`config.mk`:
```
export PLATFORM = sky130hd
export DESIGN_NAME = grp_irq_ctrl
export DESIGN_NICKNAME = d
export VERILOG_FILES = /design/src/rtl/gic_pkg.sv /design/src/rtl/gic_prio_file.sv /design/src/rtl/gic_lvl_arb.sv /design/src/rtl/gic_out_sel.sv /design/src/rtl/grp_irq_ctrl.sv
export SDC_FILE = /design/constraint.sdc
export NUM_CORES = 2
export LEC_CHECK = 0
export BUFFER_PORTS_ARGS = -buffer_cell sky130_fd_sc_hd__buf_2
export CORE_UTILIZATION = 49
export CTS_BUF_LIST = sky130_fd_sc_hd__clkbuf_4
export DETAILED_ROUTE_END_ITERATION = 16
export PLACE_DENSITY_LB_ADDON = 0.1
export SYNTH_ARGS = -nofsm -noshare
export SYNTH_HDL_FRONTEND = slang
export SYNTH_SLANG_ARGS = --single-unit
```
`constraint.sdc`:
```
create_clock -name clk_i -period 5 [get_ports clk_i]
set_input_delay 1 -clock clk_i [delete_from_list [all_inputs] [get_ports clk_i]]
set_output_delay 1 -clock clk_i [all_outputs]
set_load 0.005 [all_outputs]
```
`src/rtl/gic_pkg.sv`:
```
package gic_pkg;
  localparam int unsigned NUM_LVL = 4;
  localparam int unsigned LVL_W   = 2;
  localparam int unsigned IDX_W   = 6;

  typedef logic [LVL_W-1:0] lvl_t;

  typedef enum logic [1:0] {
    SPC_PRIO  = 2'd0,
    SPC_REQ   = 2'd1,
    SPC_CAUSE = 2'd2,
    SPC_NONE  = 2'd3
  } space_e;
endpackage

```
`src/rtl/gic_prio_file.sv`:
```
module gic_prio_file
  import gic_pkg::*;
#(
  parameter int unsigned N_GROUPS = 19,
  parameter int unsigned AV_W     = 14
) (
  input  logic                           clk_i,
  input  logic                           rst_ni,
  input  logic                           wr_i,
  input  logic [IDX_W-1:0]               idx_i,
  input  logic [31:0]                    wdata_i,
  output lvl_t [N_GROUPS-1:0]            lvl_o,
  output logic [N_GROUPS-1:0][AV_W-1:0]  av_o
);
  always_ff @(posedge clk_i or negedge rst_ni) begin
    if (!rst_ni) begin
      lvl_o <= '0;
      av_o  <= '0;
    end else if (wr_i) begin
      for (int g = 0; g < int'(N_GROUPS); g++) begin
        if (idx_i == IDX_W'(g)) begin
          lvl_o[g] <= wdata_i[31:30];
          av_o[g]  <= wdata_i[AV_W-1:0];
        end
      end
    end
  end
endmodule

```
`src/rtl/gic_lvl_arb.sv`:
```
module gic_lvl_arb
  import gic_pkg::*;
#(
  parameter int unsigned N_GROUPS = 19,
  parameter int unsigned GRP_W    = 5,
  parameter int unsigned LVL      = 0
) (
  input  logic [N_GROUPS-1:0] pend_i,
  input  lvl_t [N_GROUPS-1:0] lvl_i,
  output logic                vld_o,
  output logic [GRP_W-1:0]    grp_o
);
  // descending scan: last hit is the lowest group number
  always_comb begin
    vld_o = 1'b0;
    grp_o = '0;
    for (int g = int'(N_GROUPS) - 1; g >= 0; g--) begin
      if (pend_i[g] && lvl_i[g] == LVL_W'(LVL)) begin
        vld_o = 1'b1;
        grp_o = GRP_W'(g);
      end
    end
  end
endmodule

```
`src/rtl/gic_out_sel.sv`:
```
module gic_out_sel
  import gic_pkg::*;
#(
  parameter int unsigned N_GROUPS = 19,
  parameter int unsigned GRP_W    = 5,
  parameter int unsigned AV_W     = 14
) (
  input  logic                           nmi_i,
  input  logic [NUM_LVL-1:0]             vld_i,
  input  logic [NUM_LVL-1:0][GRP_W-1:0]  grp_i,
  input  logic [N_GROUPS-1:0][AV_W-1:0]  av_i,
  output logic                           req_o,
  output lvl_t                           lvl_o,
  output logic [AV_W-1:0]                av_o
);
  // ascending scan: highest pending level wins
  always_comb begin
    req_o = 1'b0;
    lvl_o = '0;
    av_o  = '0;
    if (!nmi_i) begin
      for (int l = 0; l < int'(NUM_LVL); l++) begin
        if (vld_i[l]) begin
          req_o = 1'b1;
          lvl_o = LVL_W'(l);
          av_o  = av_i[grp_i[l]];
        end
      end
    end
  end
endmodule

```
`src/rtl/grp_irq_ctrl.sv`:
```
module grp_irq_ctrl
  import gic_pkg::*;
#(
  parameter int unsigned N_GROUPS = 19,
  parameter int unsigned LINES    = 32,
  parameter int unsigned AV_W     = 14
) (
  input  logic                      clk_i,
  input  logic                      rst_ni,
  input  logic [N_GROUPS*LINES-1:0] irq_i,
  input  logic                      nmi_i,
  input  logic                      reg_we_i,
  input  logic [7:0]                reg_addr_i,
  input  logic [31:0]               reg_wdata_i,
  output logic [31:0]               reg_rdata_o,
  output logic                      irq_req_o,
  output logic [LVL_W-1:0]          irq_lvl_o,
  output logic [AV_W-1:0]           irq_av_o,
  output logic                      nmi_o
);
  localparam int unsigned GRP_W = (N_GROUPS > 1) ? $clog2(N_GROUPS) : 1;

  space_e                          spc;
  logic [IDX_W-1:0]                idx;
  logic                            prio_wr;
  logic [N_GROUPS-1:0][LINES-1:0]  req_q;
  logic [N_GROUPS-1:0]             pend;
  lvl_t [N_GROUPS-1:0]             prio_lvl;
  logic [N_GROUPS-1:0][AV_W-1:0]   prio_av;
  logic [NUM_LVL-1:0]              cause_vld_d, cause_vld_q;
  logic [NUM_LVL-1:0][GRP_W-1:0]   cause_grp_d, cause_grp_q;
  logic                            req_d;
  lvl_t                            lvl_d;
  logic [AV_W-1:0]                 av_d;

  assign spc     = space_e'(reg_addr_i[7:6]);
  assign idx     = reg_addr_i[IDX_W-1:0];
  assign prio_wr = reg_we_i && (spc == SPC_PRIO);

  for (genvar g = 0; g < N_GROUPS; g++) begin : g_pend
    assign pend[g] = |irq_i[g*LINES +: LINES];
  end

  gic_prio_file #(.N_GROUPS(N_GROUPS), .AV_W(AV_W)) u_prio (
    .clk_i   (clk_i),
    .rst_ni  (rst_ni),
    .wr_i    (prio_wr),
    .idx_i   (idx),
    .wdata_i (reg_wdata_i),
    .lvl_o   (prio_lvl),
    .av_o    (prio_av)
  );

  for (genvar l = 0; l < NUM_LVL; l++) begin : g_arb
    gic_lvl_arb #(.N_GROUPS(N_GROUPS), .GRP_W(GRP_W), .LVL(l)) u_arb (
      .pend_i (pend),
      .lvl_i  (prio_lvl),
      .vld_o  (cause_vld_d[l]),
      .grp_o  (cause_grp_d[l])
    );
  end

  gic_out_sel #(.N_GROUPS(N_GROUPS), .GRP_W(GRP_W), .AV_W(AV_W)) u_sel (
    .nmi_i (nmi_i),
    .vld_i (cause_vld_d),
    .grp_i (cause_grp_d),
    .av_i  (prio_av),
    .req_o (req_d),
    .lvl_o (lvl_d),
    .av_o  (av_d)
  );

  always_ff @(posedge clk_i or negedge rst_ni) begin
    if (!rst_ni) begin
      req_q       <= '0;
      cause_vld_q <= '0;
      cause_grp_q <= '0;
      irq_req_o   <= 1'b0;
      irq_lvl_o   <= '0;
      irq_av_o    <= '0;
      nmi_o       <= 1'b0;
    end else begin
      req_q       <= irq_i;
      cause_vld_q <= cause_vld_d;
      cause_grp_q <= cause_grp_d;
      irq_req_o   <= req_d;
      irq_lvl_o   <= lvl_d;
      irq_av_o    <= av_d;
      nmi_o       <= nmi_i;
    end
  end

  always_comb begin
    reg_rdata_o = '0;
    case (spc)
      SPC_PRIO: begin
        for (int g = 0; g < int'(N_GROUPS); g++) begin
          if (idx == IDX_W'(g)) begin
            reg_rdata_o[31:30]     = prio_lvl[g];
            reg_rdata_o[AV_W-1:0]  = prio_av[g];
          end
        end
      end
      SPC_REQ: begin
        for (int g = 0; g < int'(N_GROUPS); g++) begin
          if (idx == IDX_W'(g)) reg_rdata_o[LINES-1:0] = req_q[g];
        end
      end
      SPC_CAUSE: begin
        for (int l = 0; l < int'(NUM_LVL); l++) begin
          if (idx == IDX_W'(l)) begin
            reg_rdata_o[31]        = cause_vld_q[l];
            reg_rdata_o[GRP_W-1:0] = cause_grp_q[l];
          end
        end
      end
      default: reg_rdata_o = '0;
    endcase
  end
endmodule

```
==> results of run 1 <==
cells by family after synthesis:
kind of cell / share of synthesized area [%]
buffers and inverters: 3.34
DFF: 51.3
and+or+nand+nor: 14.2
muxes: 11.9
AOI/OAI and AO/OA: 19.3
what timing repair did:
action	CTS
buffers inserted	16
setup endpoints to repair	25
hold endpoints to repair	655
pin swaps	13
gates resized for setup	43
hold buffers	587
layer usage:
metal | GRT overflow | track usage [%]
met5 | 1 | 50.7
met4 | 135 | 82.9
met3 | 42 | 72.7
met2 | 240 | 95.1
met1 | 34 | 83.3
stage by stage:
stage | instances | cell area (sq um) | TNS [ns]
floorplan | 4432 | 46500 | 0
global placement | 6858 | 57800 | -4.43
detailed placement | 6858 | 57800 | -4.77
CTS | 7857 | 66900 | -0.00101
==> results.yml, run 1 <==
run_status:
  outcome: "did not finish"
  failed_stage: "5_1_grt"
  tool.error: "[ERROR GRT-0232] Routing congestion too high. Check the congestion heatmap in the GUI."
clock_tree:
  clkSinkCount: 954
  clk_path_buf_depth: 3
  cts-htree-levels: 4
  numCtsBuffers: 239
  root_buffer: "clkbuf_4"
synthesis:
  syn_inst: 4432
  synth_common_cells: "dfrtp_1, nand2_1, mux2_2"
  synth.avg_cell_area_sq_um: 10.5
  yosysWarnings: 0
  synth_top_area_share_pct: 51.3
  synthArstFlopShare_pct: 100
  synth_most_common_cell: "dfrtp_1"
  yosysUniqueCellTypes: 109
  synth_edf_count: 0
  ys.flop_type: "dfrtp_1"
  ys_ff_latch: 954
  syn_nets: 5084
  synth_top_cells_by_area: "dfrtp_1, mux2_2, nand2_1"
  seq_area_frac_synth_pct: 51.3
  yosysTopAreaCell: "dfrtp_1"
  synth_area_sq_mm: 0.0465
timing:
  worst_endpoint_kind: "output port"
  grt-worst-endpoint: "reg_rdata_o[26]"
die:
  rows: 112
  io_pins: 702
  initial_utilization_pct: 49.6
  die_h_microns: 310
  die_x_microns: 310
placed_design:
  portBuffers: 685
  dp_hpwl_mm: 209
  place_congestion: 1.11
  place_ws_ns: -0.682
grt:
  grt.total_usage_pct: 83.3
  gr-total-overflow: 452
  grt_start_max_net_pins: 117
==> inputs of run 2 (changes only) <==
Settings changed: CORE_UTILIZATION 49 to 34, CTS_BUF_LIST sky130_fd_sc_hd__clkbuf_4 to not set, PLACE_DENSITY_LB_ADDON 0.1 to 0.15.
==> run 2 against run 1 <==
Compared with the run above: the run now ends clean; synthesized area did not move; synthesized cell count did not move.
==> results.yml, run 2 <==
run_status:
  outcome: "finished, final reports clean"
synthesis:
  synth_area_sq_mm: 0.0465
  yosysUniqueCellTypes: 109
  yosysWarnings: 0
  ys.flop_type: "dfrtp_1"
  synth_common_cells: "dfrtp_1, nand2_1, mux2_2"
  synth_most_common_cell: "dfrtp_1"
  synth.avg_cell_area_sq_um: 10.5
  ys_ff_latch: 954
  seq_area_frac_synth_pct: 51.3
  synth_top_area_share_pct: 51.3
  syn_nets: 5084
  synth_top_cells_by_area: "dfrtp_1, mux2_2, nand2_1"
  yosysTopAreaCell: "dfrtp_1"
  synthArstFlopShare_pct: 100
  synth_edf_count: 0
  syn_inst: 4432
setup_path:
  critPathRequiredTime_ns: 4.00
  end_kind: "output port"
  start_kind: "input pin"
  path_max_fanout: 6
  critPathKind: "input pin to output port"
  critPathArrivalTime_ns: 4.00
hold_path:
  hold_path.class: "input pin to asynchronous set/reset pin"
timing:
  period_share_pct: 100
  slew_headroom_pct: 25.2
  fin_crit_ns: 5.00
  grt_setup_unrepaired: "yes"
  worst_slew_pin_slew_ns: 1.12
  fmax_ghz: 0.200
  setup_viol: 0
  hold_viol: 0
  timing.hold.ws_ns: 0.315
  timing.final.max_slew_violations: 0
  fin_worst_skew_ns: 0.0623
clock_tree:
  numCtsBuffers: 107
  cts-htree-levels: 3
  clkSlewWorstSetupHoldPaths_ns: 0.07
  clkSinkCount: 954
  ctsHoldBuffers: 0
  cts_tree: "done"
  clk_path_buf_depth: 3
  root_buffer: "clkbuf_16"
  clock_latency_ns: 0.77
routing:
  routedWlPerCell_microns: 37.4
  drt_iter0_markers: 5749
  vias: 48100
  drc: 0
  wl_mm: 290
  first_pass_iters: 10
  ant_nets: 0
  via_per_inst: 6.21
pwr:
  ir_worst_vdd_mv: 0.276
  cellLeakagePower_nw: 29.0
  p_per_area_mw_per_mm2: 348
die:
  core_area_sq_mm: 0.136
  io_pins: 702
  die_area_sq_mm: 0.138
  initial_utilization_pct: 34.3
  rows: 135
  die_x_microns: 372
  die_h_microns: 372
layout:
  layout_commonest_cell: "dfrtp_1"
  syn2layout_area_growth_pct: 37.8
  n_fill_cell: 12900
  largest_reg_flops: 608
  fin_nets: 6503
  layout_common_cells: "dfrtp_1, buf_4, buf_2, nand2_1, mux2_2"
  design_area_sq_mm: 0.0641
  finish.utilization_pct: 47.3
  post_route_cells_drive_above_1_share_pct: 38.8
  regMostFlops: "req_q"
  finalNonFillerCells: 7747
  top_regs: "req_q: 608 flops, u_prio.av_o: 266 flops, u_prio.lvl_o: 38 flops"
grt:
  antenna_found_initial: 35
  grt_pass1_vias: 47800
  grt_start_max_net_pins: 101
  grt_pass1_wl_mm: 390
  grt.total_usage_pct: 41.2
  gr-total-overflow: 0
placed_design:
  dp_hpwl_mm: 232
  portBuffers: 685
  dp.cells: 7502
  place_congestion: 1.07
  dpl_cell_area_sq_mm: 0.0591
flow_run:
  cap_violations: 0
[run 2: cell counts after synthesis]
No cell type changed its count.
[run 2: worst max-delay path: stages]
cell      delay, ns
buf_6          0.12
buf_6          0.12
or4_4          0.56
buf_6          0.15
buf_4          0.14
nor2_4         0.19
buf_12         0.19
a222oi_1       0.08
nand4_1        0.23
o21ai_2        0.17
a31oi_1        0.25
o22ai_1        0.15
a221o_1        0.37
o21ai_1        0.12
buf_2          0.14
[run 2: through the flow]
stage	total power [mW]	setup WS, ns	setup TNS [ns]
after detailed placement	13.4	-0.984	-11.64
final	22.3	0.00138	0
after floorplan	10.3	0.420	0
after global placement	13.4	-1.04	-12.13
after CTS	22.2	-0.0418	-0.0558
after global routing	22.8	-0.0285	-0.0291
[run 2: layer usage]
layer	vias up	routed length (microns)	global-route usage [%]
li1	19800	-	-
met1	24600	104000	46.8
met2	2862	138000	68.2
met3	859	21800	8.16
met4	18	26100	31.8
met5	-	119	0
[run 2: cells by family (layout without fill, tap and decap cells)]
logic type	count (synthesis)	after routing	synth area share, %
compound gates	1237	1237	19.3
flops	954	954	51.3
other cells	0	26	0
buf+inv	382	1890	3.34
mux	510	510	11.9
simple gates	1349	1349	14.2
[run 2: path summary, 6_finish.rpt]
path / start / endpoint / slack, ns / cells past startpoint
hold reg to reg: u_prio.av_o[242] / u_prio.av_o[242] / 0.58 / 1
setup reg to reg: u_prio.lvl_o[4] / irq_av_o[3] / 0.88 / 17
min in group clk_i: irq_i[561] / req_q[561] / 0.32 / 1
setup / recovery: reg_addr_i[4] / reg_rdata_o[11] / 0.001 / 15
hold / removal: rst_ni / u_prio.av_o[114] / 0.31 / 1
max in group asynchronous: rst_ni / req_q[255] / 3.32 / 2
[run 2: final cells by class]
class	count	area [sq um]	area share, %
flip-flops and latches	954	23900	37.2
multi-input cells	3096	21800	34.1
repair buffers	1630	11900	18.5
clock buffers	136	3030	4.72
well taps	1781	2230	3.48
clock inverters	62	966	1.51
inverters	62	238	0.371
diodes	26	65.1	0.101
[run 2: what timing repair did]
item | 4_1_cts | 5_1_grt
gates cloned | 0 | 1
buffers inserted | 16 | 6
endpoints found under the setup margin | 30 | 27
pin swaps | 37 | 46
resized for setup | 108 | 50
[run 2: report_power, final]
group	internal, mW	switching (mW)	leakage, nW
clock network	5.25	3.63	1.94
registers	8.16	0.431	11.7
logic	1.90	2.95	15.4
Power figures use the tool's default switching activity.
